===== src/rtl/fsr_pkg.sv =====
package fsr_pkg;
  typedef enum logic [2:0] {
    ST_IDLE  = 3'd0,
    ST_PROG  = 3'd1,
    ST_ETMO  = 3'd2,
    ST_ERASE = 3'd3,
    ST_EWIN  = 3'd4,
    ST_SUSP  = 3'd5,
    ST_SPROG = 3'd6
  } fsr_state_e;

  function automatic logic st_busy(input fsr_state_e s);
    return (s == ST_PROG) || (s == ST_ETMO) || (s == ST_ERASE) ||
           (s == ST_EWIN) || (s == ST_SPROG);
  endfunction
endpackage


===== src/rtl/fsr_rd_strobe.sv =====
module fsr_rd_strobe (
  input  logic clk,
  input  logic rst,
  input  logic oe_n,
  input  logic ce_n,
  output logic rd_act,
  output logic rd_end
);
  logic rd_q;

  assign rd_act = ~oe_n & ~ce_n;
  assign rd_end = rd_q & ~rd_act;

  always_ff @(posedge clk) begin
    if (rst) rd_q <= 1'b0;
    else     rd_q <= rd_act;
  end
endmodule


===== src/rtl/fsr_timer.sv =====
module fsr_timer #(
  parameter int CNT_W = 8
) (
  input  logic             clk,
  input  logic             rst,
  input  logic             load,
  input  logic [CNT_W-1:0] load_val,
  input  logic             run,
  output logic [CNT_W-1:0] cnt,
  output logic             expire
);
  assign expire = run && (cnt == CNT_W'(1));

  always_ff @(posedge clk) begin
    if (rst)                        cnt <= '0;
    else if (load)                  cnt <= load_val;
    else if (run && cnt != '0)      cnt <= cnt - CNT_W'(1);
  end
endmodule


===== src/rtl/fsr_ctrl.sv =====
module fsr_ctrl
  import fsr_pkg::*;
#(
  parameter int CNT_W     = 8,
  parameter int PROG_CYC  = 40,
  parameter int PPROT_CYC = 8,
  parameter int ETMO_CYC  = 16,
  parameter int ERASE_CYC = 120,
  parameter int EPROT_CYC = 50
) (
  input  logic             clk,
  input  logic             rst,
  input  logic             prog_cmd,
  input  logic             erase_cmd,
  input  logic             prog_prot,
  input  logic             erase_all_prot,
  input  logic             susp_req,
  input  logic             resume_req,
  input  logic             exp_a,
  input  logic             exp_b,
  output fsr_state_e       st_q,
  output fsr_state_e       st_n,
  output logic             load_a,
  output logic [CNT_W-1:0] val_a,
  output logic             load_b,
  output logic [CNT_W-1:0] val_b
);
  localparam logic [CNT_W-1:0] L_PROG  = CNT_W'(PROG_CYC);
  localparam logic [CNT_W-1:0] L_PPROT = CNT_W'(PPROT_CYC);
  localparam logic [CNT_W-1:0] L_ETMO  = CNT_W'(ETMO_CYC);
  localparam logic [CNT_W-1:0] L_ERASE = CNT_W'(ERASE_CYC);
  localparam logic [CNT_W-1:0] L_EPROT = CNT_W'(EPROT_CYC);

  always_comb begin
    st_n   = st_q;
    load_a = 1'b0;
    val_a  = '0;
    load_b = 1'b0;
    val_b  = '0;
    case (st_q)
      ST_IDLE: begin
        if (prog_cmd) begin
          load_b = 1'b1;
          val_b  = prog_prot ? L_PPROT : L_PROG;
          st_n   = ST_PROG;
        end else if (erase_cmd) begin
          load_a = 1'b1;
          val_a  = erase_all_prot ? L_EPROT : L_ETMO;
          st_n   = erase_all_prot ? ST_EWIN : ST_ETMO;
        end
      end
      ST_PROG:  if (exp_b) st_n = ST_IDLE;
      ST_ETMO: begin
        if (exp_a) begin
          load_a = 1'b1;
          val_a  = L_ERASE;
          st_n   = ST_ERASE;
        end
      end
      ST_ERASE: begin
        if (exp_a)         st_n = ST_IDLE;
        else if (susp_req) st_n = ST_SUSP;
      end
      ST_EWIN:  if (exp_a) st_n = ST_IDLE;
      ST_SUSP: begin
        if (prog_cmd) begin
          load_b = 1'b1;
          val_b  = prog_prot ? L_PPROT : L_PROG;
          st_n   = ST_SPROG;
        end else if (resume_req) begin
          st_n = ST_ERASE;
        end
      end
      ST_SPROG: if (exp_b) st_n = ST_SUSP;
      default:  st_n = ST_IDLE;
    endcase
  end

  always_ff @(posedge clk) begin
    if (rst) st_q <= ST_IDLE;
    else     st_q <= st_n;
  end
endmodule


===== src/rtl/flash_status_resp.sv =====
module flash_status_resp
  import fsr_pkg::*;
#(
  parameter int DATA_W    = 8,
  parameter int TOG_BIT   = 6,
  parameter int PROG_CYC  = 40,
  parameter int PPROT_CYC = 8,
  parameter int ETMO_CYC  = 16,
  parameter int ERASE_CYC = 120,
  parameter int EPROT_CYC = 50
) (
  input  logic              clk,
  input  logic              rst,
  input  logic              prog_cmd,
  input  logic              erase_cmd,
  input  logic              prog_prot,
  input  logic              erase_all_prot,
  input  logic              susp_req,
  input  logic              resume_req,
  input  logic              oe_n,
  input  logic              ce_n,
  input  logic [DATA_W-1:0] array_data,
  output logic [DATA_W-1:0] dout,
  output logic              ry_sink
);
  localparam int MAX_AB = (PROG_CYC > PPROT_CYC) ? PROG_CYC : PPROT_CYC;
  localparam int MAX_CD = (ERASE_CYC > ETMO_CYC) ? ERASE_CYC : ETMO_CYC;
  localparam int MAX_E  = (MAX_CD > EPROT_CYC) ? MAX_CD : EPROT_CYC;
  localparam int MAX_C  = (MAX_AB > MAX_E) ? MAX_AB : MAX_E;
  localparam int CNT_W  = $clog2(MAX_C + 1);

  fsr_state_e       st_q, st_n;
  logic             rd_act, rd_end;
  logic             load_a, load_b, exp_a, exp_b, run_a, run_b;
  logic [CNT_W-1:0] val_a, val_b, cnt_a, cnt_b;
  logic             tog_q;
  logic [DATA_W-1:0] status_byte;

  fsr_rd_strobe u_strobe (
    .clk(clk), .rst(rst), .oe_n(oe_n), .ce_n(ce_n),
    .rd_act(rd_act), .rd_end(rd_end)
  );

  fsr_ctrl #(
    .CNT_W(CNT_W), .PROG_CYC(PROG_CYC), .PPROT_CYC(PPROT_CYC),
    .ETMO_CYC(ETMO_CYC), .ERASE_CYC(ERASE_CYC), .EPROT_CYC(EPROT_CYC)
  ) u_ctrl (
    .clk(clk), .rst(rst), .prog_cmd(prog_cmd), .erase_cmd(erase_cmd),
    .prog_prot(prog_prot), .erase_all_prot(erase_all_prot),
    .susp_req(susp_req), .resume_req(resume_req),
    .exp_a(exp_a), .exp_b(exp_b), .st_q(st_q), .st_n(st_n),
    .load_a(load_a), .val_a(val_a), .load_b(load_b), .val_b(val_b)
  );

  assign run_a = (st_q == ST_ETMO) || (st_q == ST_ERASE) || (st_q == ST_EWIN);
  assign run_b = (st_q == ST_PROG) || (st_q == ST_SPROG);

  fsr_timer #(.CNT_W(CNT_W)) u_tmr_erase (
    .clk(clk), .rst(rst), .load(load_a), .load_val(val_a),
    .run(run_a), .cnt(cnt_a), .expire(exp_a)
  );

  fsr_timer #(.CNT_W(CNT_W)) u_tmr_prog (
    .clk(clk), .rst(rst), .load(load_b), .load_val(val_b),
    .run(run_b), .cnt(cnt_b), .expire(exp_b)
  );

  always_comb begin
    status_byte          = '0;
    status_byte[TOG_BIT] = tog_q;
  end

  always_ff @(posedge clk) begin
    if (rst) begin
      tog_q   <= 1'b0;
      dout    <= '0;
      ry_sink <= 1'b0;
    end else begin
      if (rd_end && st_busy(st_q)) tog_q <= ~tog_q;
      if (!rd_act)                 dout  <= '0;
      else if (st_busy(st_q))      dout  <= status_byte;
      else                         dout  <= array_data;
      ry_sink <= st_busy(st_n);
    end
  end
endmodule


===== config.mk =====
export PLATFORM = sky130hd
export DESIGN_NAME = flash_status_resp
export DESIGN_NICKNAME = d
export VERILOG_FILES = /design/src/rtl/fsr_pkg.sv /design/src/rtl/fsr_rd_strobe.sv /design/src/rtl/fsr_timer.sv /design/src/rtl/fsr_ctrl.sv /design/src/rtl/flash_status_resp.sv
export SDC_FILE = /design/constraint.sdc
export NUM_CORES = 1
export LEC_CHECK = 0
export ABC_AREA = 1
export BUFFER_PORTS_ARGS = -buffer_cell sky130_fd_sc_hd__buf_2
export CORE_UTILIZATION = 55
export DETAILED_ROUTE_END_ITERATION = 16
export PLACE_DENSITY = 0.88
export SLEW_MARGIN = 20
export SYNTH_ARGS = -nofsm -noshare
export SYNTH_HDL_FRONTEND = slang
export SYNTH_SLANG_ARGS = --single-unit

===== constraint.sdc =====
create_clock -name clk -period 4.01 [get_ports clk]
set_input_delay 0.6015 -clock clk [delete_from_list [all_inputs] [get_ports clk]]
set_output_delay 0.6015 -clock clk [all_outputs]
set_load 0.1 [all_outputs]

==> impl_results.md, run 1 <==
* Result of the run: completed
* Crit path max fanout at 1
* HP Class: in2reg
* Buf+Inv Stages, Crit Path at 1
* Unrepaired setup endpoints after global routing: false
* Post-CTS resize count at 0
* Netlist cell types at 27
* Pwr dens at 627.9 mW/mm^2
* Post-route ant nets at 0
* H-tree depth at 1
* Max stage delay on crit path at 0.42 ns
* Iter 0 DRT Violations at 72
* CTS tree: done
* Vias in the first global route at 1348
* Final hold vios at 0
* Placed instance area at 0.001732 mm^2
* Crit path launch type: flip-flop
* Worst Path Arrival at 1.10 ns
* Most frequent cells in the layout: nand2_1 (45), inv_1 (42), nor2_1 (42)
* Worst-path clk slew at about 0.15 ns
* Tmin final at 1.705 ns
* Vias at 1516
* Global-route wire length before repair at about 5.5 mm
* Hold_sp: array_data[2]
* Die ar. at 0.003068 mm^2
* Commonest non-fill, non-tap cell in the layout: nand2_1
* Port bufs at 26
* Crit. End Element: primary output
* Crit path kind: reg2out
* Die Y-Extent at 55.39 um
* Sum Neg Setup Slack at 0 ns
* Skew final at 0.003807 ns
* Synth-to-layout area growth at 13.81%
* Later-pin clock latency in the skew report at 0.34 ns
* Worst-path cell chain: buf_2
* Final Instance Area at roughly 0.0018 mm^2
* Initial antenna violation count at 0
* Hold_buf cts at 0
* Share of cells above drive strength 1 at between 10% and 20%
* Chip width at ~55 um
* Congestion Overflow GR at 0
* DRC viols at 0
* LEAKAGE at just under 1 nW
* Filler cell count at 219
* Final max-slew violation count at 0
* Max Fclk at 0.5865 GHz
* Slowest stage cell, crit path: buf_2
* IO Count at 27
* Post-Syn Area per Cell at 6.560 um^2
* CP required at around 3.4 ns
* Clock Path Buffers at 2
* ANT cells at 0
* Routed vias/inst at 5.087
* VDD IR max at 0.0004183 V
* Post-synthesis cell count at between 200 and 250
* Total GRT Usage at 21.58%
* Root buf cell: clkbuf_4
* Setup-failing EPs final at 0
* Total of warnings raised by yosys at 0
* WL final at 3.113 mm
* Post-detail-place hpwl at roughly 2.4 mm
* GPL Wtd Cong at just over 0.9
* Normalized max-slew margin at 67.68%
* Worst path top cell family by delay: buffers and inverters
* Post-CTS Setup Inserts at 0
* FP Rows at 18
* Initial Utilization at approximately 61%
* Initial DRT Pass Iterations at 4
* Mapped Area at around 0.0016 mm^2
* Largest net degree at the start of global routing at 17
* CTS buffer count at 3
* WL/cell at 10.45 um
* Tcrit/Tclk final at 42.52%
* Maxcap violations at 0
* Worst reg2reg setup slack at about 2.4 ns
* Reg2Reg Launch Point: u_tmr_erase.cnt[1]
* Clock sinks at 28
* Syn_nets at 263
* Flops & latches, synth at 28
* Measured slew at the worst slew-check pin at 0.4882 ns
* Layout net count at 293
* Core ar. at 0.002590 mm^2
* Seq/Total Area, Yosys at 35.75%
* Crit path from: dout[7]
layer usage:
metal | share of wire, % | vias up | track usage, %
met1 | 50 | 661 | 29.66
met2 | 44 | 51 | 34.60
li1 | - | 800 | -
met4 | 0.80 | 0 | 6.429
met3 | 5.4 | 4 | 3.747
met5 | 0 | - | 0
metrics by stage:
stage | hold WS, ns | std cells | setup slack [ns] | utilization (%) | total power, mW
finish | 0.4514 | 298 | 2.305 | 68.89 | 1.120
global route | 0.4288 | 298 | 2.215 | 68.89 | 1.217
CTS | 0.4510 | 298 | 2.301 | 68.89 | 1.122
detailed placement | 0.4908 | 294 | 2.413 | 66.86 | 0.9316
global placement | 0.4922 | 294 | 2.427 | 66.86 | 0.9223
floorplan | 0.4697 | 239 | 2.500 | - | 0.8271
layout make-up:
cell class | count | area [um^2] | share of cell area [%]
clock buffers | 3 | 22.52 | 1.262
clock inverters | 1 | 30.03 | 1.683
inverters | 46 | 172.7 | 9.677
multi-input cells | 164 | 830.8 | 46.56
flip-flops and latches | 28 | 560.5 | 31.42
well taps | 30 | 37.54 | 2.104
repair buffers | 26 | 130.1 | 7.293
synth_stat cells:
master    count  share of area (%)
nand2_1      45                 11
o21ai_4       1                1.0
and3_1        1               0.40
inv_2         4               0.96
a21boi_0      1               0.48
o21ai_1       3               0.96
nor3_1        4                1.3
nor2_2        4                1.6
xor2_1        2                1.1
o22ai_1       1               0.40
o31ai_1       1               0.48
o21bai_1      2               0.96
clkbuf_1      1               0.24
a21oi_1       5                1.6
nand2_2       3                1.2
o21ai_0      14                4.5
a21oi_2       1               0.56
nand2_4       2                1.4
nand4_1       2               0.80
nand3_2       1               0.64
inv_1        42                 10
nor3b_1       1               0.48
dfxtp_1      28                 36
nor2_1       42                 10
ha_1          6                4.8
nand3_1      20                6.4
xnor2_1       2                1.1
cell families after synthesis:
family / Yosys count / share of synthesized area [%]
DFF: 28 / 35.75
and+or+nand+nor: 125 / 35.04
adders and majority gates: 6 / 4.788
buffers and inverters: 47 / 11.25
xor gates and xnor gates: 4 / 2.235
AOI/OAI and AO/OA: 29 / 10.93
worst paths after layout:
check,to,depth (start not counted)
setup / recovery,dout[7],1
hold / removal,dout[2],3
hold reg to reg,u_tmr_prog.cnt[2],2
setup reg to reg,u_tmr_erase.cnt[3],11
registers in the layout, summed over array words and instances, names as in the netlist:
register	count
u_strobe.rd_q	1
dout	8
u_tmr_erase.cnt	7
u_tmr_prog.cnt	7
tog_q	1
ry_sink	1
u_ctrl.st_q	3
power by group:
| group | internal (mW) | leakage (nW) | switching (mW) |
|---|---|---|---|
| Combinational | 0.181 | 0.705 | 0.371 |
| Sequential | 0.336 | 0.229 | 0.0447 |
| Clock | 0.101 | 0.0279 | 0.0867 |
| Total | 0.618 | 0.962 | 0.502 |
(Power assumes the default switching activity.)
==> run 2, diff against run 1 <==
ABC_AREA = 0   (was 1)
clock period = 1.6 ns   (was 4.01 ns; I/O delays follow)
==> run 2 against run 1 <==
Sequential power grew 130%. Routed wire length up 92%. Sequential cell count unchanged. The flow now finishes with violations (negative setup slack).
==> impl_results.md, run 2 <==
* Result of the run: complete, but fails checks
* Failing checks: negative setup slack
* Filler cell count at 132 (-40%)
* Worst-path clk slew at 0.18 ns (+0.03 ns)
* Post-detail-place hpwl at 3.075 mm (+26%)
* Clock Path Buffers at 2 (unchanged)
* Congestion Overflow GR at 0 (unchanged)
* Register area at 584.3 um^2 (+4.2%)
* Unrepaired setup endpoints after global routing: true
* VDD IR max at 0.001060 V (+150%)
* Share of cells above drive strength 1 at 52.17% (+35 points)
* ANT cells at 0 (unchanged)
* Vias in the first global route at 1806 (+34%)
* Crit path launch type: flip-flop
* Simple-gate share of the synthesized area at 30.96% (-4.1 points)
* Initial DRT Pass Iterations at 5 (+1)
* Skew final at 0.01696 ns (+0.01315 ns)
* Tmin final at 1.875 ns
* Post-route ant nets at 0 (unchanged)
* GPL Wtd Cong at 0.9097 (-1.1%)
* Die Y-Extent at 55.67 um (+0.50%)
* Pwr dens at 1127 mW/mm^2 (+79%)
* Port bufs at 26 (unchanged)
* DP Cell Count at 273 (-7.1%)
* Iter 0 DRT Violations at 122 (+69%)
* Multiplexer share of the synthesized area at 0.6319% (+0.63 points)
* Setup-failing EPs final at 14 (+14)
* Max Fclk at 0.5334 GHz
* Largest Register: dout
* Post-synth EDFFs at 0 (unchanged)
* Syn_nets at 201 (-24%)
* Yosys top cell area share at 35.39% (-0.37 points)
* Die ar. at 0.003099 mm^2 (+1.0%)
* Most common cell in the netlist: dfxtp_1
* WL/cell at 21.07 um (+100%)
* Vias at 1817 (+20%)
* Root buf cell: clkbuf_4
* Measured slew at the worst slew-check pin at 0.5078 ns (+0.01954 ns)
* Synth Area in Adders at 4.739% (-0.049 points)
* Slowest stage cell, crit path: or4_4
* Global-route wire length before repair at 7.652 mm (+40%)
* Commonest non-fill, non-tap cell in the layout: buf_4
* Tcrit/Tclk final at 117.2%
* Largest net degree at the start of global routing at 17 (unchanged)
* Final hold vios at 0 (unchanged)
* Max FFs per register at 8 (unchanged)
* H-tree depth at 1 (unchanged)
* Most used DFF post-synth: dfxtp_1
* Normalized max-slew margin at 66.38% (-1.3 points)
* Crit path kind: reg2reg
* Top post-synthesis cells by count: dfxtp_1 (28), nor2_1 (18), a21oi_1 (9), inv_1 (9), nand2_1 (9)
* Max stage delay on crit path at 0.58 ns (+0.16 ns)
* LEAKAGE at 1.010 nW (+5.1%)
* Synth-to-layout area growth at 47.47%
* Crit. End Element: flip-flop
* Netlist cell types at 53 (+96%)
* Core ar. at 0.002734 mm^2 (+5.6%)
* Worst Path Arrival at 2.11 ns (+1.01 ns)
* Maxcap violations at 0 (unchanged)
* Crit path max fanout at 5 (+4)
* Layout net count at 278 (-5.1%)
* Most frequent cells in the layout: buf_4 (46), buf_2 (26), dfxtp_1 (19)
* Flops & latches, synth at 28 (unchanged)
* Chip width at 55.67 um (+0.50%)
* Post-synthesis cell count at 177 (-26%)
* Post-synth ARST share at 0% (unchanged)
* Initial Utilization at 57.94% (-2.6 points)
* Post-Syn Area per Cell at 8.949 um^2 (+36%)
* Mapped Area at 0.001584 mm^2 (+1.0%)
* Largest regs: dout: 8 flops, u_tmr_erase.cnt: 7 flops, u_tmr_prog.cnt: 7 flops
* Routed vias/inst at 6.398 (+26%)
* Total of warnings raised by yosys at 0 (unchanged)
* Final worst slack at -0.2749 ns (-2.580 ns)
* Yosys top cell by area: dfxtp_1
* Initial antenna violation count at 0 (unchanged)
* HP Class: in2reg
* Top cells by area, synth: dfxtp_1 (35%), ha_1 (4.7%), nor2_1 (4.3%), xnor2_1 (3.9%), and2_1 (3.2%)
* Total GRT Usage at 31.51% (+9.9 points)
* Final max-slew violation count at 0 (unchanged)
* Largest family of logic cells by synthesized area: simple AND/OR/NAND/NOR gates
* Worst-path cell chain: or4_4 -> or3_4 -> a21oi_4 -> o21ai_2 -> nor3b_2
* CTS buffer count at 3 (unchanged)
* Multi-input gate area at 0.001106 mm^2 (+33%)
* CTS tree: done
* Cell Count, Final, Fillers Out at 284 (-4.7%)
* Clock sinks at 28 (unchanged)
* DRC viols at 0 (unchanged)
* FP Rows at 19 (+1)
* Seq/Total Area, Yosys at 35.39% (-0.37 points)
* Complex-gate fraction of the synthesized area at 17.85% (+6.9 points)
* Xor/xnor cell area share of the yosys netlist at 4.976% (+2.7 points)
* Later-pin clock latency in the skew report at 0.35 ns (about the same)
* CP required at 1.83 ns (-1.58 ns)
* WL final at 5.983 mm (+92%)
* IO Count at 27 (unchanged)
* Final hold slack at 0.07741 ns (-0.3740 ns)
run 2: power by group:
group	switching [mW]	internal (mW)	leakage, nW
combinational	0.678	0.590	0.749
clock	0.240	0.253	0.0279
sequential	0.0916	0.780	0.234
total	1.01	1.62	1.01
run 2: logic make-up (layout without fill, tap and decap cells):
family | after synthesis | after routing
AND/OR/NAND/NOR | 82 | 82
AO/OA/AOI/OAI | 38 | 38
flip-flops | 28 | 28
buffers and inverters | 13 | 89
XOR/XNOR | 9 | 9
adder cells (fa/ha/maj) | 6 | 6
multiplexers | 1 | 1
run 2: worst paths after layout:
| check | start | endpoint | slack, ns | depth (start not counted) |
|---|---|---|---|---|
| max | u_tmr_erase.cnt[3] | ry_sink | -0.27 | 5 |
| max reg2reg | u_tmr_erase.cnt[3] | ry_sink | -0.27 | 5 |
| min reg2reg | tog_q | tog_q | 0.60 | 2 |
| min | array_data[2] | dout[2] | 0.08 | 2 |
run 2: what timing repair did:
action / CTS / global route
resized for setup: 19 / 29
hold buffers: 0 / 0
pin swaps: 6 / 12
buffers inserted: 4 / 3
setup endpoints to repair: 22 / 17
cloned: 0 / 0
run 2: final cells by class:
type,count,area share [%]
multi-input combinational,136,47.35
sequential,28,25.01
inverter,9,1.446
tap,31,1.660
clock buffer,3,0.9641
timing repair buffer,76,22.28
clock inverter,1,1.285
run 2: per-stage QoR:
| stage | TNS [ns] | worst slack, ns | power [mW] | util, % | instance area (um^2) |
|---|---|---|---|---|---|
| detailed placement | -1.126 | -0.2382 | 1.829 | 74.69 | 2042 |
| floorplan | -0.1471 | -0.09462 | 1.447 | - | 1603 |
| global route | -2.904 | -0.2906 | 2.719 | 85.45 | 2336 |
| global placement | -0.5429 | -0.1369 | 1.796 | 74.69 | 2042 |
| finish | -2.354 | -0.2749 | 2.633 | 85.45 | 2336 |
| CTS | -1.308 | -0.2189 | 2.379 | 79.95 | 2186 |
run 2: worst max-delay path, delay by kind of cell (launching register included):
family / cells / cell delay (ns)
simple gates: 3 / 1.11
compound gates: 2 / 0.26
flops: 1 / 0.39
run 2: layer usage:
metal	up-vias	track usage (%)	share of wire [%]
li1	791	-	-
met1	840	35.10	38
met2	149	53.18	49
met3	37	5.581	8.4
met4	0	23.93	5.2
met5	-	0	0
==> run 3, diff against run 2 <==
CAP_MARGIN = 30   (was not set)
PLACE_DENSITY = 0.87   (was 0.88)
SYNTH_HIERARCHICAL = 1   (was not set)
==> run 3 against run 2 <==
The flow now stops in 5_1_grt. Area after synthesis grew 15%. Synthesized cell count grew 20%.
==> impl_results.md, run 3 <==
* Result of the run: did not finish
* Fail Step: 5_1_grt
* Error msg: [ERROR GRT-0232] Routing congestion too high. Check the congestion heatmap in the GUI.
* Most common cell in the netlist: dfxtp_1
* Clock sinks at 28 (unchanged)
* Largest net degree at the start of global routing at 20
* Post-detail-place hpwl at 3.776 mm (+23%)
* Top cells by area, synth: dfxtp_1 (31%), buf_4 (4.5%), inv_1 (4.1%), a21oi_1 (3.9%), a221oi_2 (3.3%)
* Congestion Overflow GR at 44
* Hold_buf cts at 0 (unchanged)
* Top post-synthesis cells by count: dfxtp_1 (28), inv_1 (20), nor2_1 (15)
* Post-synthesis cell count at 212 (+20%)
* Chip width at 59.51 um (+6.9%)
* Root buf cell: clkbuf_4
* CTS buffer count at 3 (unchanged)
* Initial Utilization at 58.63% (+0.69 points)
* FP Rows at 20 (+1)
* Worst endpoint type: sequential cell input
* Post-synth ARST share at 0% (unchanged)
* Post-Syn Area per Cell at 8.581 um^2 (-4.1%)
* Yosys top cell by area: dfxtp_1
* Most used DFF post-synth: dfxtp_1
* Worst slack, placed at -0.2478 ns (-0.009582 ns)
* Post-synth EDFFs at 0 (unchanged)
* Flops & latches, synth at 28 (unchanged)
* Yosys top cell area share at 30.81% (-4.6 points)
* Seq/Total Area, Yosys at 30.81% (-4.6 points)
* Initial antenna violation count at 2
* IO Count at 27 (unchanged)
* Die Y-Extent at 59.51 um (+6.9%)
* DP Cell Count at 319 (+17%)
* Clock Path Buffers at 2 (unchanged)
* Worst setup endpoint GRT: u_tmr_erase/cnt[0]$_SDFFE_PP0P_/D
* Netlist cell types at 56 (+5.7%)
* Port bufs at 26 (unchanged)
* Total of warnings raised by yosys at 6 (+6)
* H-tree depth at 1 (unchanged)
* Mapped Area at 0.001819 mm^2 (+15%)
* Total GRT Usage at 72.55%
* GPL Wtd Cong at 0.9159 (+0.68%)
-- run 3: cell types whose count changed after synthesis, sizes merged, moves of 5 or more --
| cell | delta |
|---|---|
| a21oi | +6 |
| a221oi | +5 |
| buf | +12 |
| inv | +11 |
| nand3 | +5 |
| nor2b | -5 |
| xnor2 | -7 |
-- run 3: routing by layer --
layer,global-route usage [%],overflow
met2,94.54,22
met1,75.00,0
met5,3.175,0
met4,83.72,21
met3,40.83,1
-- run 3: cells by family after synthesis --
kind of cell / after synthesis / synth area share [%]
compound gates: 56 / 24.49
xor+xnor: 1 / 0.4815
fa+ha+maj: 4 / 2.751
buf+inv: 37 / 10.73
flops: 28 / 30.81
mux: 5 / 2.957
other cells: 1 / 0.2061
simple gates: 80 / 27.58
-- run 3: per-stage QoR --
step | cell area (um^2) | util, % | hold slack, ns | setup TNS [ns]
2_1_floorplan | 1928 | - | 0.2970 | -1.055
3_3_place_gp | 2355 | 75.89 | 0.4392 | -1.338
3_5_place_dp | 2355 | 75.89 | 0.4423 | -2.360
4_1_cts | 2524 | 81.33 | 0.07396 | -2.076
-- run 3: what timing repair did --
| item | CTS |
|---|---|
| gates resized for setup | 15 |
| endpoints found under the hold margin | 0 |
| setup endpoints to repair | 18 |
| buffers inserted | 5 |
| pin swaps | 4 |
==> run 4, diff against run 3 <==
CORE_UTILIZATION = 40   (was 55)
PLACE_DENSITY = not set   (was 0.87)
PLACE_DENSITY_LB_ADDON = 0.15   (was not set)
==> run 4 against run 3 <==
The flow now finishes, with violations (negative setup slack). Area after synthesis is the same. Synthesized cell count unchanged.
==> impl_results.md, run 4 <==
* Worst Path Arrival at 2.04 ns
* Later-pin clock latency in the skew report at 0.27 ns
* Final Instance Area at roughly 0.0027 mm^2
* Yosys top cell area share at 30.81% (unchanged)
* Crit path kind: reg2reg
* Unrepaired setup endpoints after global routing: true
* Initial Utilization at 41.78% (-17 points)
* Worst r2r dst: u_tmr_prog/cnt[3]
* Mapped Area at 0.001819 mm^2 (unchanged)
* Most common cell in the netlist: dfxtp_1
* Largest Register: dout
* Top cells by area, synth: dfxtp_1 (31%), buf_4 (4.5%), inv_1 (4.1%), a21oi_1 (3.9%), a221oi_2 (3.3%)
* Die ar. at 0.004822 mm^2
* Tcrit/Tclk final at 115.4%
* Hold_buf cts at 0 (unchanged)
* Total of warnings raised by yosys at 6 (unchanged)
* Global-route wire length before repair at 7.845 mm
* Largest regs: dout: 8 flops, u_tmr_erase/cnt: 7 flops, u_tmr_prog/cnt: 7 flops
* CTS tree: done
* Chip width at 69.44 um (+17%)
* Tmin final at approximately 1.8 ns
* Port bufs at 26 (unchanged)
* Flops & latches, synth at 28 (unchanged)
* Final max-slew violation count at 0
* CTS buffer count at 3 (unchanged)
* Post-Syn Area per Cell at 8.581 um^2 (unchanged)
* Result of the run: complete, but fails checks
* Max FFs per register at 8
* LEAKAGE at around 1.1 nW
* Netlist cell types at 56 (unchanged)
* Placed instance area at 0.002342 mm^2 (-0.53%)
* Post-synth ARST share at 0% (unchanged)
* Clock sinks at 28 (unchanged)
* Reg2Reg Launch Point: u_ctrl/st_q[1]
* HP Class: in2reg
* Share of cells above drive strength 1 at 52.41%
* Initial antenna violation count at 0
* Largest net degree at the start of global routing at 17
* Worst-path clk slew at 0.10 ns
* Commonest non-fill, non-tap cell in the layout: buf_4
* VDD IR max at 0.0004747 V
* Post-synthesis cell count at 212 (unchanged)
* Post-route ant nets at 0
* Crit path from: u_ctrl/st_q[1]
* Top post-synthesis cells by count: dfxtp_1 (28), inv_1 (20), nor2_1 (15)
* IO Count at 27 (unchanged)
* Vias at 1866
* Core ar. at 0.004354 mm^2
* WL/cell at 14.65 um
* Congestion Overflow GR at 0
* Crit. End Element: flip-flop
* Most frequent cells in the layout: buf_4 (51), buf_2 (27), dfxtp_1 (23)
* Post-detail-place hpwl at 3.369 mm (-11%)
* Initial DRT Pass Iterations at 4
* FP Rows at 24 (+20%)
* Final hold vios at 0
* Total power draw at between 2 and 3 mW
* Post-synth EDFFs at 0 (unchanged)
* Seq/Total Area, Yosys at 30.81% (unchanged)
* WL final at 5.009 mm
* Crit path launch type: flip-flop
* Vias in the first global route at between 1500 and 2000
* Filler cell count at 353
* Max Fclk at 0.5418 GHz
* GPL Wtd Cong at 0.8244 (-10%)
* CP required at 1.79 ns
* Worst reg2reg path depth at 5
* Root buf cell: clkbuf_8
* Pwr dens at 926.7 mW/mm^2
* Synth-to-layout area growth at 50.00%
* Most used DFF post-synth: dfxtp_1
* Hold_sp: oe_n
* Final hold slack at 0.1570 ns
* Layout net count at 313
* Yosys top cell by area: dfxtp_1
* Failing checks: negative setup slack
* H-tree depth at 1 (unchanged)
* Total GRT Usage at roughly a fifth
* Skew final at 0.002814 ns
* ANT cells at 0
* Iter 0 DRT Violations at 48
* Die Y-Extent at 69.44 um (+17%)
* Final worst slack at -0.2457 ns
* Routed vias/inst at between 5 and 6
* Setup-failing EPs final at 15
* Worst slack, placed at -0.2163 ns (+0.03147 ns)
* Maxcap violations at 0
* Worst reg2reg setup slack at -0.25 ns
* Crit path max fanout at 5
* DRC viols at 0
* Critical Path Sink: u_tmr_prog/cnt[3]
* Clock Path Buffers at 2 (unchanged)
## run 4: cell counts after synthesis
Identical to the previous run, type by type.
## run 4: layout make-up
cell class	count	area (um^2)	area share (%)
sequential	28	574.3	21.05
clock buffer	4	66.31	2.430
inverter	20	78.83	2.889
multi-input combinational	153	1345	49.29
tap	52	65.06	2.384
timing repair buffer	85	599.3	21.96
## run 4: critical path, stage by stage, from the launching register on
cell      delay (ns)
dfxtp_4         0.37
nand2b_1        0.17
o21ai_2         0.26
or4b_4          0.50
a211o_1         0.25
a221oi_2        0.22
## run 4: worst min path at each step
stage	endpoint	depth (start not counted)
2_1_floorplan	u_ctrl/st_q[2]	1
3_3_place_gp	dout[0]	2
3_5_place_dp	dout[0]	2
4_1_cts	dout[1]	2
5_1_grt	dout[1]	2
6_report	u_strobe/rd_q	2
## run 4: cells by family after synthesis
kind of cell    after synthesis  share of synthesized area, %
simple gates                 80                         27.58
compound gates               56                         24.49
buf+inv                      37                         10.73
flops                        28                         30.81
mux                           5                         2.957
fa+ha+maj                     4                         2.751
other cells                   1                        0.2061
xor+xnor                      1                        0.4815
## run 4: timing repair
| action | 4_1_cts | 5_1_grt |
|---|---|---|
| gates cloned | 0 | 1 |
| endpoints found under the setup margin | 16 | 25 |
| hold endpoints to repair | 0 | 0 |
| resized for setup | 26 | 17 |
| pin swaps | 6 | 14 |
| buffers inserted | 6 | 7 |
## run 4: where the power goes
group | internal (mW) | leakage (nW) | switching, mW
combinational | 0.583 | 0.884 | 0.639
sequential | 0.767 | 0.232 | 0.0474
clock | 0.272 | 0.0339 | 0.220
## run 4: per-layer routing
metal	vias up	routed length [um]	GRT usage [%]
met5	-	0	0
met4	0	69	5.442
met3	6	156	2.762
met2	41	2559	35.49
met1	895	2222	24.86
li1	924	-	-
## run 4: stage by stage
| stage | TNS (ns) | utilization (%) | std cells |
|---|---|---|---|
| floorplan | -1.055 | - | 218 |
| global placement | -1.636 | 53.79 | 324 |
| detailed placement | -1.856 | 53.79 | 324 |
| CTS | -1.518 | 59.17 | 334 |
| global route | -3.349 | 62.67 | 342 |
| finish | -2.080 | 62.67 | 342 |
